[src/rtl/scsi_regif_pkg.sv]
// Package: shared constants and types for the SCSI host register interface.
// Assumes an 8-location register space; the address values are behavioural.
package scsi_regif_pkg;

    localparam int DATA_W      = 8;
    localparam int ADDR_W      = 3;
    localparam int MODE_PAR_EN = 5;   // mode bit that enables the parity check
    localparam int ICMD_DRIVE  = 0;   // initiator command bit that enables drive

    typedef enum logic [ADDR_W-1:0] {
        A_DATA  = 3'd0,   // rd: live bus        wr: output data
        A_ICMD  = 3'd1,   // rd/wr: initiator command
        A_MODE  = 3'd2,   // rd/wr: mode
        A_TCMD  = 3'd3,   // rd/wr: target command
        A_STAT  = 3'd4,   // rd: bus status      wr: select enable
        A_BSTAT = 3'd5,   // rd: bus and status  wr: start send
        A_INDAT = 3'd6,   // rd: input latch     wr: start target receive
        A_CLR   = 3'd7    // rd: clear flags     wr: start initiator receive
    } reg_addr_e;

    // One clock-wide access events, already synchronised and edge-detected.
    typedef struct packed {
        logic rd;       // host read became active
        logic wr_cpu;   // host write (chip select) became active
        logic wr_dma;   // DMA write (acknowledge, no chip select) became active
    } host_ev_t;

endpackage

[src/rtl/hri_sync.sv]
// Module: hri_sync
// Purpose: brings asynchronous host strobes into the clock domain through
// a chain of STAGES flops per bit.
// Assumes: each strobe is glitch free and held for more than STAGES+1 cycles.
module hri_sync #(
    parameter int STAGES = 2,
    parameter int W      = 4
) (
    input  logic         clk,
    input  logic         rst_n,
    input  logic [W-1:0] async_in,
    output logic [W-1:0] sync_out
);
    localparam int LAST = STAGES - 1;

    logic [W-1:0] stg [STAGES];

    // Shift each strobe through the synchroniser chain.
    always_ff @(posedge clk) begin
        if (!rst_n) begin
            for (int i = 0; i < STAGES; i++) stg[i] <= '0;
        end else begin
            stg[0] <= async_in;
            for (int i = 1; i < STAGES; i++) stg[i] <= stg[i-1];
        end
    end

    assign sync_out = stg[LAST];
endmodule

[src/rtl/hri_parity.sv]
// Module: hri_parity
// Purpose: flags a parity mismatch on a true-polarity data byte and parity bit.
// Assumes: inputs are already inverted from the active-low bus; ODD picks the sense.
module hri_parity #(
    parameter int W   = 8,
    parameter bit ODD = 1'b1
) (
    input  logic [W-1:0] data,
    input  logic         par,
    output logic         bad
);
    generate
        if (ODD) begin : g_odd
            // Odd sense: an even number of ones across data and parity is an error.
            always_comb bad = ~(^{data, par});
        end else begin : g_even
            // Even sense: an odd number of ones is an error.
            always_comb bad = ^{data, par};
        end
    endgenerate
endmodule

[src/rtl/hri_regbank.sv]
// Module: hri_regbank
// Purpose: register storage, sticky flags and command pulses, updated on
// one-cycle access events from the strobe front end.
// Assumes: addr and wdata are stable on the edge where an event is high.
module hri_regbank
    import scsi_regif_pkg::*;
#(
    parameter int DW = DATA_W
) (
    input  logic              clk,
    input  logic              rst_n,
    input  host_ev_t          ev,
    input  logic [ADDR_W-1:0] addr,
    input  logic [DW-1:0]     wdata,
    input  logic [DW-1:0]     bus_true,
    input  logic              par_bad,
    input  logic              in_cap,
    input  logic              irq_set,
    output logic [DW-1:0]     icmd_q,
    output logic [DW-1:0]     mode_q,
    output logic [DW-1:0]     tcmd_q,
    output logic [DW-1:0]     selen_q,
    output logic [DW-1:0]     odr_q,
    output logic [DW-1:0]     in_q,
    output logic              par_err_q,
    output logic              irq_q,
    output logic              send_p,
    output logic              trecv_p,
    output logic              irecv_p,
    output logic              clr_p
);
    logic clr_now;
    logic par_hit;

    // Decode the flag clear and the parity capture for this edge.
    always_comb begin
        clr_now = ev.rd && (addr == A_CLR);
        par_hit = ev.rd && (addr == A_DATA) && mode_q[MODE_PAR_EN] && par_bad;
    end

    // Load the host-writable registers on a write event.
    always_ff @(posedge clk) begin
        if (!rst_n) begin
            icmd_q  <= '0;
            mode_q  <= '0;
            tcmd_q  <= '0;
            selen_q <= '0;
            odr_q   <= '0;
        end else if (ev.wr_cpu) begin
            case (addr)
                A_DATA:  odr_q   <= wdata;
                A_ICMD:  icmd_q  <= wdata;
                A_MODE:  mode_q  <= wdata;
                A_TCMD:  tcmd_q  <= wdata;
                A_STAT:  selen_q <= wdata;
                default: ;
            endcase
        end else if (ev.wr_dma) begin
            odr_q <= wdata;
        end
    end

    // Raise a one-cycle command pulse for strobe-only addresses.
    always_ff @(posedge clk) begin
        if (!rst_n) begin
            send_p  <= 1'b0;
            trecv_p <= 1'b0;
            irecv_p <= 1'b0;
            clr_p   <= 1'b0;
        end else begin
            send_p  <= ev.wr_cpu && (addr == A_BSTAT);
            trecv_p <= ev.wr_cpu && (addr == A_INDAT);
            irecv_p <= ev.wr_cpu && (addr == A_CLR);
            clr_p   <= clr_now;
        end
    end

    // Keep the sticky flags; a clear takes priority over a set.
    always_ff @(posedge clk) begin
        if (!rst_n) begin
            par_err_q <= 1'b0;
            irq_q     <= 1'b0;
        end else if (clr_now) begin
            par_err_q <= 1'b0;
            irq_q     <= 1'b0;
        end else begin
            if (par_hit) par_err_q <= 1'b1;
            if (irq_set) irq_q     <= 1'b1;
        end
    end

    // Capture the true-polarity bus byte into the input latch.
    always_ff @(posedge clk) begin
        if (!rst_n)      in_q <= '0;
        else if (in_cap) in_q <= bus_true;
    end
endmodule

[src/rtl/scsi_host_regif.sv]
// Module: scsi_host_regif
// Purpose: host register decoder and data path of a SCSI bus controller.
// Reads and writes at one address reach different registers; some accesses
// only fire command pulses. Bus lines are active low and inverted here.
// Assumes: addr, wdata and cs settle before rd/wr rise and stay until they fall.
module scsi_host_regif
    import scsi_regif_pkg::*;
#(
    parameter int SYNC_STAGES = 2,
    parameter int DW          = DATA_W
) (
    input  logic              clk,
    input  logic              rst_n,
    input  logic              cs,
    input  logic              rd,
    input  logic              wr,
    input  logic              dack,
    input  logic [ADDR_W-1:0] addr,
    input  logic [DW-1:0]     wdata,
    output logic [DW-1:0]     rdata,
    input  logic [DW-1:0]     bus_db_n,
    input  logic              bus_par_n,
    input  logic [DW-1:0]     bus_stat,
    input  logic [DW-3:0]     aux_stat,
    input  logic              in_cap,
    input  logic              irq_set,
    output logic [DW-1:0]     db_out_n,
    output logic              db_oe,
    output logic [DW-1:0]     icmd,
    output logic [DW-1:0]     mode,
    output logic [DW-1:0]     tcmd,
    output logic [DW-1:0]     sel_en,
    output logic              irq_flag,
    output logic              par_err,
    output logic              go_send,
    output logic              go_trecv,
    output logic              go_irecv,
    output logic              clr_pi
);
    localparam int NSTB = 4;

    logic [NSTB-1:0] stb_s;
    logic            s_cs, s_rd, s_wr, s_dack;
    logic            rd_lvl, wr_lvl, rd_prev, wr_prev;
    host_ev_t        ev;
    logic [DW-1:0]   bus_true;
    logic            par_bad;
    logic [DW-1:0]   odr_q, in_q;

    hri_sync #(.STAGES(SYNC_STAGES), .W(NSTB)) u_sync (
        .clk      (clk),
        .rst_n    (rst_n),
        .async_in ({dack, wr, rd, cs}),
        .sync_out (stb_s)
    );

    // Split the synchronised strobes and form the access levels.
    always_comb begin
        {s_dack, s_wr, s_rd, s_cs} = stb_s;
        rd_lvl = s_cs && s_rd;
        wr_lvl = s_wr && (s_cs || s_dack);
    end

    // Remember the previous access levels for edge detection.
    always_ff @(posedge clk) begin
        if (!rst_n) begin
            rd_prev <= 1'b0;
            wr_prev <= 1'b0;
        end else begin
            rd_prev <= rd_lvl;
            wr_prev <= wr_lvl;
        end
    end

    // Turn rising access levels into one-cycle events.
    always_comb begin
        ev.rd     = rd_lvl && !rd_prev;
        ev.wr_cpu = wr_lvl && !wr_prev && s_cs;
        ev.wr_dma = wr_lvl && !wr_prev && !s_cs;
    end

    assign bus_true = ~bus_db_n;

    hri_parity #(.W(DW), .ODD(1'b1)) u_par (
        .data (bus_true),
        .par  (~bus_par_n),
        .bad  (par_bad)
    );

    hri_regbank #(.DW(DW)) u_bank (
        .clk       (clk),
        .rst_n     (rst_n),
        .ev        (ev),
        .addr      (addr),
        .wdata     (wdata),
        .bus_true  (bus_true),
        .par_bad   (par_bad),
        .in_cap    (in_cap),
        .irq_set   (irq_set),
        .icmd_q    (icmd),
        .mode_q    (mode),
        .tcmd_q    (tcmd),
        .selen_q   (sel_en),
        .odr_q     (odr_q),
        .in_q      (in_q),
        .par_err_q (par_err),
        .irq_q     (irq_flag),
        .send_p    (go_send),
        .trecv_p   (go_trecv),
        .irecv_p   (go_irecv),
        .clr_p     (clr_pi)
    );

    // Drive the bus side of the output register.
    always_comb begin
        db_out_n = ~odr_q;
        db_oe    = icmd[ICMD_DRIVE];
    end

    // Select the read data for the current address.
    always_comb begin
        case (addr)
            A_DATA:  rdata = bus_true;
            A_ICMD:  rdata = icmd;
            A_MODE:  rdata = mode;
            A_TCMD:  rdata = tcmd;
            A_STAT:  rdata = bus_stat;
            A_BSTAT: rdata = {irq_flag, par_err, aux_stat};
            A_INDAT: rdata = in_q;
            default: rdata = '0;
        endcase
    end
endmodule

[config.mk]
export PLATFORM = sky130hd
export DESIGN_NAME = scsi_host_regif
export DESIGN_NICKNAME = d
export VERILOG_FILES = /design/src/rtl/scsi_regif_pkg.sv /design/src/rtl/hri_sync.sv /design/src/rtl/hri_parity.sv /design/src/rtl/hri_regbank.sv /design/src/rtl/scsi_host_regif.sv
export SDC_FILE = /design/constraint.sdc
export NUM_CORES = 1
export LEC_CHECK = 0
export BUFFER_PORTS_ARGS = -buffer_cell sky130_fd_sc_hd__buf_4
export CAP_MARGIN = 20
export CORE_MARGIN = 1.5
export CORE_UTILIZATION = 53
export CTS_BUF_LIST = sky130_fd_sc_hd__clkbuf_8
export CTS_CLUSTER_SIZE = 14
export DETAILED_ROUTE_END_ITERATION = 7
export PLACE_DENSITY = 0.83
export SLEW_MARGIN = 20
export SYNTH_ARGS = -nofsm -noshare
export SYNTH_HDL_FRONTEND = slang
export SYNTH_SLANG_ARGS = --single-unit
[constraint.sdc]
create_clock -name clk -period 1.7 [get_ports clk]
set_clock_uncertainty 0.1 [all_clocks]
set_input_delay 0.34 -clock clk [delete_from_list [all_inputs] [get_ports clk]]
set_output_delay 0.34 -clock clk [all_outputs]
set_load 0.05 [all_outputs]
== Yosys cells after proc, flatten, opt, wreduce, memory -nomap -nowiden ==
Memory sizes are Yosys's and may differ from the RTL's.
Index checks and enable logic that the tools add are counted.
Storage, ports and cells
  bits in registers: 56
  memory bits (writable): 8
  bits of input ports: 42
  output and inout port bits: 55
  logic and storage cells: 64
  memories: 1
Memories
  u_sync.stg: words 2, width 4, rd ports 2, clocked after memory_dff 0, wr ports 2, line hri_sync.sv:16  | logic [W-1:0] stg [STAGES];
Cells by class
  equal/unequal tests: 8
  muxes and demuxes: 8
  bitwise logic cells: 7
  reductions and logical operators: 26
Operator list (number)
  one-hot mux 8 bit (7 select lines): 1
  two-way mux 8 bit: 3
  NOT 8 bit: 2
  logical AND 1 bit: 13
  == test 3 bit (second input constant): 4
  AND reduction 2 bit: 5
  parity 9 bit: 1
  two-way mux 4 bit: 2
  == test 3 x 2 -> 1 bit (second input constant): 2
  == test 3 x 1 -> 1 bit (second input constant): 1
  zero test 1 bit: 3
  zero test 3 bit: 1
  NOT 1 bit: 3
  two-way mux 1 bit: 2
  != test 2 bit (second input constant): 1
  OR 1 bit: 2
  nonzero test 2 bit: 1
  OR reduction 2 bit: 1
  logical OR 1 bit: 1

== Logic depth before layout (Yosys ltp) ==
  depth after elaboration: 6
  mapped depth: 7
  depth with buffers taken out: 4

== Modules after synthesis ==
From an unflattened synthesis, not the netlist that was laid out.
Unflattened totals
  cell total of the unflattened synthesis: 335
  area total of the unflattened synthesis: 3139.3 µm²
Modules (own cells, without submodules)
  hri_regbank: instances 1, cells an instance 201, area each 2102.0 µm², sequential area each 1081.0 µm²
  scsi_host_regif: instances 1, cells an instance 107, area each 721.9 µm², sequential area each 40.0 µm²
  hri_sync: instances 1, cells an instance 20, area each 240.2 µm², sequential area each 160.2 µm²
  hri_parity: instances 1, cells an instance 7, area each 75.1 µm², sequential area each 0.0 µm²

== Least setup slack after synthesis ==
Ideal clock, no wire load.
  path type: input to output
  from: in addr[1]
  to: out rdata[2]
  arrival: 1818 ps
  data required time: 1260 ps
  slack: -558 ps
  stages: 6
  buffers on the path: 3
  cell sequence: buf_6 -> buf_6 -> buf_4 -> nor3b_1 -> a21oi_1 -> o221ai_1
Between the ends
  word-level cells in the longest chain between the ends: 2
  elaborated cells between the ends (all ways): 8
  those cells by class: eq/ne (6); mux (1); reduce/logical (1)
Ends and longest elaborated chain
  from (decl): line scsi_host_regif.sv:18  | input logic [ADDR_W-1:0] addr,
  == test 3 bit, or another cell as far along: line scsi_host_regif.sv:122  | case (addr)
  one-hot mux 8 bit (7 select lines) *: line scsi_host_regif.sv:122
  to (decl): line scsi_host_regif.sv:20  | output logic [DW-1:0] rdata,
Mark *: on every way between the ends. The rest lies on a longest branch, timed or not.

== Worst setup path after layout ==
  from: reg u_bank.tcmd_q[0]
  to: out rdata[0]
Between the ends
  word-level cells in the longest chain between the ends: 1
Ends and longest elaborated chain
  from (decl): line hri_regbank.sv:21  | output logic [DW-1:0] tcmd_q,
  from (signal assigned): line hri_regbank.sv:54  | A_TCMD: tcmd_q <= wdata;
  one-hot mux 8 bit (7 select lines): line scsi_host_regif.sv:122
No other way between the ends.

==> out/qor.yml <==
status: "complete, but fails checks"
violations: "negative setup slack"
period_share_pct: 121
nets: 464
power.density_nw_per_um2: 759
drtAntennaViolNets: 0
syn_area_sq_um: 3020
ys_warn_count: 0
critPathKind: "register to output pin"
ys_ff_latch: 64
max_freq_mhz: 486
grt.busiest_layer: "met2"
setup_viol: 8
fin_ws_ns: -0.358
hold_viol: 0
final_area_sq_um: 4530
clkTransAtPathRegs_ns: 0.07
leakage_nw: 2.22
cts-root-buf: "clkbuf_8"
worst_pin_slew_ns: 0.418
cts_made_buffers: 9
dieHeight_um: 78.4
first_iter_violations: 180
worst_setup_path_start_kind: "register"
relSlewSlack_pct: 72.0
final_cell_mix: "120 x buf_4, 46 x dfxtp_1, 45 x mux2i_1, 43 x nor2b_1, 18 x dfxtp_2"
overflow: 0
synth_area_per_cell_sq_um: 10.3
met1_usage_pct: 36.9
synth.distinct_cells: 47
routed_wl_um: 9300
io_buffers: 96
cp.arrival_ns: 1.62
worstPathMaxFanout: 2
vdd.ir_drop.worst_mv: 0.576
firstDrtPassIters: 4
worst-path-buf-inv: 1
ios: 97
place_hpwl_um: 5840
dieArea_sq_um: 6150
end_kind: "output pin"
drive_above_1_share_pct: 49.4
synthCells: 294
cts_max_level: 3
cap_violations: 0
via_count: 2745
hold_class: "input pin to register"
required_ns: 1.26
grtUsageTotal_pct: 30.2
mostFrequentLayoutCell: "buf_4"
rows: 27
slew_viol_final: 0
n_antenna_cell: 0
fp.dieW_um: 78.4
grt_pass1_vias: 2808
grt_pass1_wl_um: 14000
globalRouteMet3Util_pct: 8.37
clock_sinks: 64
start_util_pct: 54.8
fillCellCount: 321
cts_tree: "done"
worstSkewPairLatency_ns: 0.34
synth-edff-count: 0
grtUsageMet2_pct: 49.4
layoutNonFillerInstCount: 499
layout_min_cycle_time_ns: 2.06
dp_cells: 474
critPathMaxStageDelay_ns: 0.33
antenna_found_initial: 0
ys_async_sr_fraction_pct: 0
synth_flop_cell: "dfxtp_1"
synthToLayoutAreaGrowth_pct: 50.3
clk_path_buf_depth: 2
crit_family: "compound AO/OA/AOI/OAI gates"
worst_path_max_delay_cell: "dfxtp_2"
rsz0062_at_grt: "true"
drc: 0
syn-num-nets: 336
ys_seq_area_share_pct: 42.5
core_sq_um: 5510
grt_start_max_net_pins: 60
place.gp.congestion: 0.932
critical_path.cell_chain: "mux2_4 > a22oi_2 > nor2_1 > a311o_2 > buf_8"
place_area_sq_um: 4100
wire_per_inst_um: 18.6
vias_per_cell: 5.50
## final timing paths
| path | endpoint | cells after the start | slack (ns) | start |
|---|---|---|---|---|
| max | rdata[0] | 5 | -0.36 | u_bank.tcmd_q[0]$_SDFFE_PN0P_ |
| min | u_bank.irq_q$_SDFFE_PP0P_ | 2 | 0.09 | irq_set |
| max reg2reg | u_bank.tcmd_q[3]$_SDFFE_PN0P_ | 4 | 0.19 | u_sync.stg[0][4]$_SDFF_PN0_ |
| min reg2reg | u_sync.stg[0][6]$_SDFF_PN0_ | 1 | 0.33 | u_sync.stg[0][2]$_SDFF_PN0_ |
## state kept, by name, indices dropped and copies added, names as in the netlist
name,count
u_bank.odr_q,8
u_bank.irq_q,1
u_bank.clr_p,1
u_bank.par_err_q,1
u_bank.icmd_q,8
u_sync.stg,8
wr_prev,1
u_bank.tcmd_q,8
u_bank.mode_q,8
u_bank.selen_q,8
u_bank.trecv_p,1
u_bank.send_p,1
u_bank.in_q,8
u_bank.irecv_p,1
rd_prev,1
## power breakdown
group	leakage, nW	total, W	switching (W)	internal [W]
Clock	0.112	0.00131	0.000566	0.000742
Sequential	0.529	0.00154	0.0000180	0.00153
Combinational	1.58	0.000589	0.000302	0.000287
Total	2.22	0.00344	0.000886	0.00255
## final cells by class
class | count | area (sq um) | share of cell area (%)
clock inverter | 5 | 47.5 | 1.05
timing repair buffer | 136 | 1130 | 24.9
clock buffer | 11 | 151 | 3.34
tap | 72 | 90.1 | 1.99
multi-input combinational | 196 | 1750 | 38.6
sequential | 64 | 1300 | 28.8
inverter | 15 | 63.8 | 1.41
## metrics by stage
step	setup slack (ns)	utilization (%)	hold WS, ns	setup TNS (ns)	total power [W]
6_report	-0.358	82.3	0.0947	-2.05	0.00344
3_5_place_dp	-0.279	74.4	0.324	-2.00	0.00209
4_1_cts	-0.342	80.7	0.0795	-1.95	0.00343
3_3_place_gp	-0.278	74.4	0.315	-1.89	0.00208
5_1_grt	-0.412	82.3	0.0860	-2.35	0.00356
2_1_floorplan	-0.141	-	0.312	-0.494	0.00189
## cells in the mapped netlist, drive strengths merged, types with 4 or more instances
cell type / n / share of area [%]
o21ai: 4 / 1.0
clkbuf: 10 / 1.2
nor2b: 47 / 9.7
dfxtp: 64 / 42
a21oi: 13 / 2.2
nand2: 15 / 2.4
and2: 9 / 1.9
nor3: 4 / 0.66
buf: 9 / 3.0
o211a: 9 / 3.0
mux2i: 45 / 15
xnor2: 4 / 1.2
nor2: 15 / 1.9
mux4: 5 / 3.9
inv: 15 / 1.9
## layer usage
metal	part of all wire [%]	wire length (um)	vias to the layer above
met5	0	0	-
met4	3.4	319	0
met3	9.0	836	31
met2	48	4450	151
met1	40	3690	1296
li1	-	-	1267
## kinds of logic (layout without fill, tap and decap cells)
family	after synthesis	in the layout	share of synthesized area (%)
AOI/OAI and AO/OA	36	36	9.00
and+or+nand+nor	101	101	20.2
xor gates and xnor gates	7	7	2.49
buffers and inverters	34	167	6.14
DFF	64	64	42.5
muxes	52	52	19.7
## repair_timing
item                                    4_1_cts  5_1_grt
pin swaps                                     8        5
buffers inserted                              7        2
gates resized for setup                      30       15
hold endpoints to repair                      0        0
hold buffers                                  0        0
endpoints found under the setup margin        8        8
Power figures use the tool's default switching activity.
